`config.mk`:
```
export PLATFORM = sky130hd
export DESIGN_NAME = cfgport_ctrl
export DESIGN_NICKNAME = d
export VERILOG_FILES = /design/src/rtl/cfgport_pkg.sv /design/src/rtl/cfgport_keyfsm.sv /design/src/rtl/cfgport_ldregs.sv /design/src/rtl/cfgport_ctrl.sv
export SDC_FILE = /design/constraint.sdc
export NUM_CORES = 1
export LEC_CHECK = 0
export CAP_MARGIN = 10
export CORE_AREA = 2 2 154 156
export CTS_CLUSTER_SIZE = 20
export DETAILED_ROUTE_END_ITERATION = 8
export DIE_AREA = 0 0 156 158
export PLACE_DENSITY = 0.66
export SLEW_MARGIN = 20
export SYNTH_ARGS = -nofsm -noshare
export SYNTH_HDL_FRONTEND = slang
export SYNTH_SLANG_ARGS = --single-unit
export TNS_END_PERCENT = 100
```
`constraint.sdc`:
```
create_clock -name clk -period 4.5 [get_ports clk]
set_input_delay 0.9 -clock clk [delete_from_list [all_inputs] [get_ports clk]]
set_output_delay 0.9 -clock clk [all_outputs]
set_load 0.02 [all_outputs]
```
`src/rtl/cfgport_pkg.sv`:
```
package cfgport_pkg;

    localparam logic [7:0] KEY_ENTER = 8'h55;
    localparam logic [7:0] KEY_EXIT  = 8'hAA;

    localparam logic [7:0] REG_LDSEL = 8'h07;
    localparam logic [7:0] REG_ID    = 8'h20;
    localparam logic [7:0] REG_REV   = 8'h21;
    localparam logic [7:0] REG_ACT   = 8'h30;
    localparam logic [7:0] REG_B0HI  = 8'h60;
    localparam logic [7:0] REG_B0LO  = 8'h61;
    localparam logic [7:0] REG_B1HI  = 8'h62;
    localparam logic [7:0] REG_B1LO  = 8'h63;

    // Address-decode mask applied to base 0 of a logical device.
    function automatic logic [15:0] base0_mask(input int unsigned ld);
        case (ld)
            7:       return 16'h07FF;
            10:      return 16'h0780;
            default: return 16'h07F8;
        endcase
    endfunction

    // Only the keyboard device has a second base.
    function automatic logic [15:0] base1_mask(input int unsigned ld);
        return (ld == 7) ? 16'h07FF : 16'h0000;
    endfunction

endpackage

```
`src/rtl/cfgport_keyfsm.sv`:
```
module cfgport_keyfsm
    import cfgport_pkg::*;
(
    input  logic       clk,
    input  logic       rst_n,
    input  logic       idx_wr,
    input  logic [7:0] wdata,
    output logic       cfg_mode,
    output logic [7:0] index
);

    typedef struct packed {
        logic       cfg;
        logic [7:0] idx;
    } key_st_t;

    key_st_t st_d, st_q;

    always_comb begin
        st_d = st_q;
        if (idx_wr) begin
            if (!st_q.cfg) begin
                if (wdata == KEY_ENTER) st_d.cfg = 1'b1;
            end else if (wdata == KEY_EXIT) begin
                st_d.cfg = 1'b0;
            end else begin
                st_d.idx = wdata;
            end
        end
    end

    always_ff @(posedge clk or negedge rst_n) begin
        if (!rst_n) st_q <= '0;
        else        st_q <= st_d;
    end

    assign cfg_mode = st_q.cfg;
    assign index    = st_q.idx;

endmodule

```
`src/rtl/cfgport_ldregs.sv`:
```
module cfgport_ldregs
    import cfgport_pkg::*;
#(
    parameter logic [15:0] MASK0 = 16'h07F8,
    parameter logic [15:0] MASK1 = 16'h0000
) (
    input  logic        clk,
    input  logic        rst_n,
    input  logic        we,
    input  logic [7:0]  index,
    input  logic [7:0]  wdata,
    output logic        act,
    output logic [15:0] base0,
    output logic [15:0] base1,
    output logic [7:0]  rdata
);

    typedef struct packed {
        logic        act;
        logic [15:0] b0;
        logic [15:0] b1;
    } ld_st_t;

    ld_st_t st_d, st_q;

    always_comb begin
        st_d = st_q;
        if (we) begin
            case (index)
                REG_ACT:  st_d.act      = wdata[0];
                REG_B0HI: st_d.b0[15:8] = wdata & MASK0[15:8];
                REG_B0LO: st_d.b0[7:0]  = wdata & MASK0[7:0];
                REG_B1HI: st_d.b1[15:8] = wdata & MASK1[15:8];
                REG_B1LO: st_d.b1[7:0]  = wdata & MASK1[7:0];
                default:  ;
            endcase
        end
    end

    always_ff @(posedge clk or negedge rst_n) begin
        if (!rst_n) st_q <= '0;
        else        st_q <= st_d;
    end

    always_comb begin
        case (index)
            REG_ACT:  rdata = {7'b0, st_q.act};
            REG_B0HI: rdata = st_q.b0[15:8];
            REG_B0LO: rdata = st_q.b0[7:0];
            REG_B1HI: rdata = st_q.b1[15:8];
            REG_B1LO: rdata = st_q.b1[7:0];
            default:  rdata = 8'hFF;
        endcase
    end

    assign act   = st_q.act;
    assign base0 = st_q.b0;
    assign base1 = st_q.b1;

endmodule

```
`src/rtl/cfgport_ctrl.sv`:
```
module cfgport_ctrl
    import cfgport_pkg::*;
#(
    parameter int unsigned ADDR_W   = 16,
    parameter logic [ADDR_W-1:0] CFG_BASE = 16'h002E,
    parameter logic [7:0]  DEV_ID   = 8'h78,
    parameter logic [7:0]  DEV_REV  = 8'h01,
    parameter int unsigned LD_COUNT = 11,
    parameter logic [LD_COUNT-1:0] LD_PRESENT = 11'h4B9
) (
    input  logic                   clk,
    input  logic                   rst_n,
    input  logic [ADDR_W-1:0]      bus_addr,
    input  logic                   bus_wr,
    input  logic [7:0]             bus_wdata,
    output logic [7:0]             bus_rdata,
    output logic [LD_COUNT-1:0]    dev_act,
    output logic [LD_COUNT*16-1:0] dev_base0,
    output logic [LD_COUNT*16-1:0] dev_base1
);

    localparam logic [ADDR_W-1:0] DATA_ADDR = CFG_BASE + ADDR_W'(1);

    logic       cfg_mode;
    logic [7:0] index;
    logic       idx_wr, dat_wr;
    logic [7:0] ldsel_d, ldsel_q;
    logic [LD_COUNT-1:0] sel_hit;
    logic [7:0] ld_rdata [LD_COUNT];
    logic [7:0] dev_rd;

    assign idx_wr = bus_wr && (bus_addr == CFG_BASE);
    assign dat_wr = bus_wr && (bus_addr == DATA_ADDR) && cfg_mode;

    cfgport_keyfsm u_key (
        .clk      (clk),
        .rst_n    (rst_n),
        .idx_wr   (idx_wr),
        .wdata    (bus_wdata),
        .cfg_mode (cfg_mode),
        .index    (index)
    );

    always_comb begin
        ldsel_d = ldsel_q;
        if (dat_wr && index == REG_LDSEL) ldsel_d = bus_wdata;
    end

    always_ff @(posedge clk or negedge rst_n) begin
        if (!rst_n) ldsel_q <= '0;
        else        ldsel_q <= ldsel_d;
    end

    for (genvar i = 0; i < LD_COUNT; i++) begin : g_ld
        assign sel_hit[i] = (ldsel_q == 8'(i));
        if (LD_PRESENT[i]) begin : g_on
            cfgport_ldregs #(
                .MASK0 (base0_mask(i)),
                .MASK1 (base1_mask(i))
            ) u_regs (
                .clk   (clk),
                .rst_n (rst_n),
                .we    (dat_wr && sel_hit[i]),
                .index (index),
                .wdata (bus_wdata),
                .act   (dev_act[i]),
                .base0 (dev_base0[i*16 +: 16]),
                .base1 (dev_base1[i*16 +: 16]),
                .rdata (ld_rdata[i])
            );
        end else begin : g_off
            assign dev_act[i]            = 1'b0;
            assign dev_base0[i*16 +: 16] = '0;
            assign dev_base1[i*16 +: 16] = '0;
            assign ld_rdata[i]           = 8'hFF;
        end
    end

    always_comb begin
        dev_rd = 8'hFF;
        for (int i = 0; i < LD_COUNT; i++) begin
            if (sel_hit[i]) dev_rd = ld_rdata[i];
        end
    end

    always_comb begin
        bus_rdata = 8'hFF;
        if (cfg_mode) begin
            if (bus_addr == CFG_BASE) begin
                bus_rdata = index;
            end else if (bus_addr == DATA_ADDR) begin
                case (index)
                    REG_LDSEL: bus_rdata = ldsel_q;
                    REG_ID:    bus_rdata = DEV_ID;
                    REG_REV:   bus_rdata = DEV_REV;
                    REG_ACT, REG_B0HI, REG_B0LO,
                    REG_B1HI, REG_B1LO: bus_rdata = dev_rd;
                    default:   bus_rdata = 8'hFF;
                endcase
            end
        end
    end

endmodule

```
==> impl_metrics.yaml <==
synth:
  synth_area_sq_um: 6690
  synth_area_per_cell_sq_um: 9.64
  ys_types: 61
  synth_seq_area_share: 0.303
  synth_area_leader_cell: "buf_4"
  syn_inst: 694
  synth_edf_count: 0
  netlist_top_cells_area: "buf_4 34%, dfrtp_1 30%, mux2_2 14%, nor3_1 1.4%, nand2_1 1.2%"
  synth.ff_latch_count: 81
  synth_top_area_share: 0.342
  ys_warn_count: 0
  async_reset_ff_frac: 1.00
  ys.flop_type: "dfrtp_1"
min_path:
  hold_path_depth: 1
  min_to: "g_ld[0].g_on.u_regs.base0[3]"
  hp-start: "g_ld[0].g_on.u_regs.base0[3]"
  hold_class: "reg2reg"
timing:
  worst_slew_pin_slew_ps: 768
  skew_ps: 5.06
  setup_viol: 0
  drv_slew: 0
  relSlewSlack: 0.488
  fin_ws_ps: 198
  max_freq_mhz: 232
  hold_viol_final: 0
  fin_hold_ws_ps: 530
  grt_setup_unrepaired: "no"
  fin_tns_setup_ps: 0
  timing.final.crit_share: 0.956
  min_period_ps: 4300
critical_path:
  cp_slowest_cell: "clkdlybuf4s50_1"
  worstPathCellList: "nor4_2 > and4_1 > a211oi_1 > a211oi_1 > a31o_1 > a21oi_1 > a211oi_1 > clkdlybuf4s50_1"
  worstSetupPathType: "reg2out"
  r2r-start: "ldsel_q[5]"
  timing.rr.end: "g_ld[7].g_on.u_regs.base0[4]"
  reg2reg_depth: 6
  rrSetupSlack_ps: 1860
  critical_path.max_stage_delay_ps: 680
  endpoint_kind: "output port"
  arrival_ps: 3400
  crit_fanout: 10
  critPathRequiredTime_ps: 3600
  path_delay_family: "compound AO/OA/AOI/OAI gates"
  critical_path.startpoint_type: "register"
  path_buf_inv: 1
  worst_path_most_repeated_cell: "a211oi_1"
power:
  internal_power_w: 0.00119
  p_total_w: 0.00176
  power_density_nw_per_um2: 242
  ir_drop_mv: 0.182
  power_frac_clock: 0.427
  p_seq_frac: 0.414
  cellLeakagePower_nw: 3.54
  switchingPower_w: 0.000573
  switching_share: 0.326
  pwr-share-comb: 0.159
routing:
  wl_per_cell_microns: 14.3
  vias_per_cell: 4.10
  routed.top_layer: "met4"
  initialDrtViolationCount: 195
  wl_met1_mm: 5.93
  wl_met3_mm: 1.41
  ant_nets: 0
  drc: 0
  wl_mm: 15.6
  via_count: 4472
  wl_met2_mm: 8.05
  drt_first_pass_iters: 4
cts:
  clock_sinks: 81
  root_buffer: "clkbuf_16"
  cts_tree: "done"
  clockBufferDepth: 2
  htreeDepth: 3
  cts_buffers: 9
  hold_buffers: 0
  clkLatencyLatePin_ps: 350
  clk_pin_slew_worst_paths_ps: 60
placement:
  io_buffers: 98
  pre_cts_slack_ps: 14.9
  dp_hpwl_mm: 12.1
  gp_congestion: 0.870
  placed_cell_area_sq_um: 6900
global_route:
  grt_use_total: 0.120
  grt_start_max_net_pins: 82
  grt_pass1_wl_mm: 22.7
  grt_pass1_vias: 3950
  antenna_found_initial: 0
  overflow: 0
finish:
  insertedDiodeCount: 0
  postLayoutCellArea_sq_um: 7250
  layout-drive-gt1-share: 0.176
  nets: 824
  fill_cells: 2392
  area_delta_synth_final_pct: 8.38
floorplan:
  core-area_sq_um: 23100
  die_area_sq_um: 24600
  die_x_microns: 156
  ios: 398
  start_util: 0.290
  chipHeight_microns: 158
  num_rows: 56
run:
  cap_violations: 0
status:
  status: "completed"
==> power groups by stage <==
stage / Clock [W] / Combinational (W) / Sequential [W]
after floorplan: 0 / 0.000424 / 0.000742
after global placement: 0 / 0.000272 / 0.000742
after detailed placement: 0 / 0.000272 / 0.000742
after CTS: 0.000760 / 0.000272 / 0.000728
after global routing: 0.000794 / 0.000305 / 0.000727
final: 0.000752 / 0.000279 / 0.000728
==> registers in the layout (all words and copies together) (netlist names) <==
| signal | count |
|---|---|
| g_ld.g_on.u_regs.base1 | 11 |
| g_ld.g_on.u_regs.act | 6 |
| u_key.cfg_mode | 1 |
| ldsel_q | 8 |
| u_key.index | 8 |
| g_ld.g_on.u_regs.base0 | 47 |
==> worst max-delay path by stage <==
| stage | startpoint | end | slack, ps | depth (start not counted) |
|---|---|---|---|---|
| 5_1_grt | u_key.index[1] | bus_rdata[0] | 30 | 8 |
| 6_report | u_key.index[1] | bus_rdata[0] | 200 | 8 |
| 3_3_place_gp | bus_addr[2] | bus_rdata[4] | 50 | 9 |
| 2_1_floorplan | bus_addr[6] | bus_rdata[3] | 940 | 7 |
| 4_1_cts | bus_addr[2] | bus_rdata[3] | 30 | 9 |
| 3_5_place_dp | bus_addr[1] | bus_rdata[4] | 10 | 9 |
==> cell type report <==
| type | count | area [sq um] | area share |
|---|---|---|---|
| multi-input combinational | 582 | 3400 | 0.469 |
| sequential | 81 | 2030 | 0.279 |
| timing repair buffer | 118 | 1140 | 0.157 |
| tap | 290 | 363 | 0.0500 |
| clock buffer | 9 | 225 | 0.0311 |
| clock inverter | 7 | 78.8 | 0.0109 |
| inverter | 5 | 18.8 | 0.00259 |
==> per-stage QoR <==
| stage | util | cells |
|---|---|---|
| 5_1_grt | 0.315 | 1092 |
| 2_1_floorplan | - | 992 |
| 3_5_place_dp | 0.299 | 1074 |
| 6_report | 0.315 | 1092 |
| 4_1_cts | 0.313 | 1090 |
| 3_3_place_gp | 0.299 | 1074 |
==> repair_timing <==
| item | CTS | global route |
|---|---|---|
| endpoints found under the setup margin | 1 | 5 |
| setup buffers | 0 | 2 |
| gates resized for setup | 1 | 6 |
| pin swaps | 0 | 1 |
==> layer usage <==
layer / track usage / vias to the layer above
met2: 0.209 / 259
li1: - / 2014
met5: 0 / -
met1: 0.143 / 2181
met3: 0.0323 / 18
met4: 0.0402 / 0
==> kinds of logic (layout without fill, tap and decap cells) <==
kind of cell | after synthesis | in the layout | share of synthesized area
other cells | 1 | 299 | 0.000560
flops | 81 | 81 | 0.303
compound gates | 78 | 78 | 0.0862
simple gates | 117 | 117 | 0.104
buf+inv | 329 | 139 | 0.359
mux | 88 | 88 | 0.148
==> layout by cell type, fill, tap and decap left out, drive strengths merged, types with 6 or more instances in the layout <==
| master | Yosys | routed |
|---|---|---|
| nand2 | 21 | 21 |
| buf | 311 | 21 |
| nand4 | 7 | 7 |
| a22oi | 9 | 9 |
| a21o | 6 | 6 |
| mux2 | 86 | 86 |
| a21oi | 9 | 9 |
| clkbuf | 13 | 9 |
| nor2 | 21 | 21 |
| clkdlybuf4s50 | 0 | 94 |
| inv | 5 | 7 |
| dfrtp | 81 | 81 |
| nor3 | 24 | 24 |
| o22ai | 6 | 6 |
| o21ai | 9 | 9 |
| a22o | 6 | 6 |
| conb | 1 | 299 |
==> Yosys cell counts, drive strengths merged, types with 2 or more instances <==
| library cell | number |
|---|---|
| nand2b | 4 |
| clkbuf | 13 |
| inv | 5 |
| o21ai | 9 |
| a22o | 6 |
| o22ai | 6 |
| nor4 | 5 |
| nor4bb | 4 |
| and2 | 3 |
| a21oi | 9 |
| or3 | 2 |
| a22oi | 9 |
| nor3b | 2 |
| a21boi | 2 |
| nand4b | 2 |
| o211a | 2 |
| a32oi | 5 |
| nor3 | 24 |
| or2 | 2 |
| nand2 | 21 |
| a21o | 6 |
| a211o | 3 |
| nand4 | 7 |
| nor2 | 21 |
| o32ai | 2 |
| a221oi | 2 |
| mux2i | 2 |
| or4 | 5 |
| nor2b | 4 |
| mux2 | 86 |
| and4 | 2 |
| o221ai | 2 |
| nand3 | 5 |
| a211oi | 5 |
| buf | 311 |
| o211ai | 4 |
| dfrtp | 81 |
Note: power is estimated with default switching activity, not from simulation.
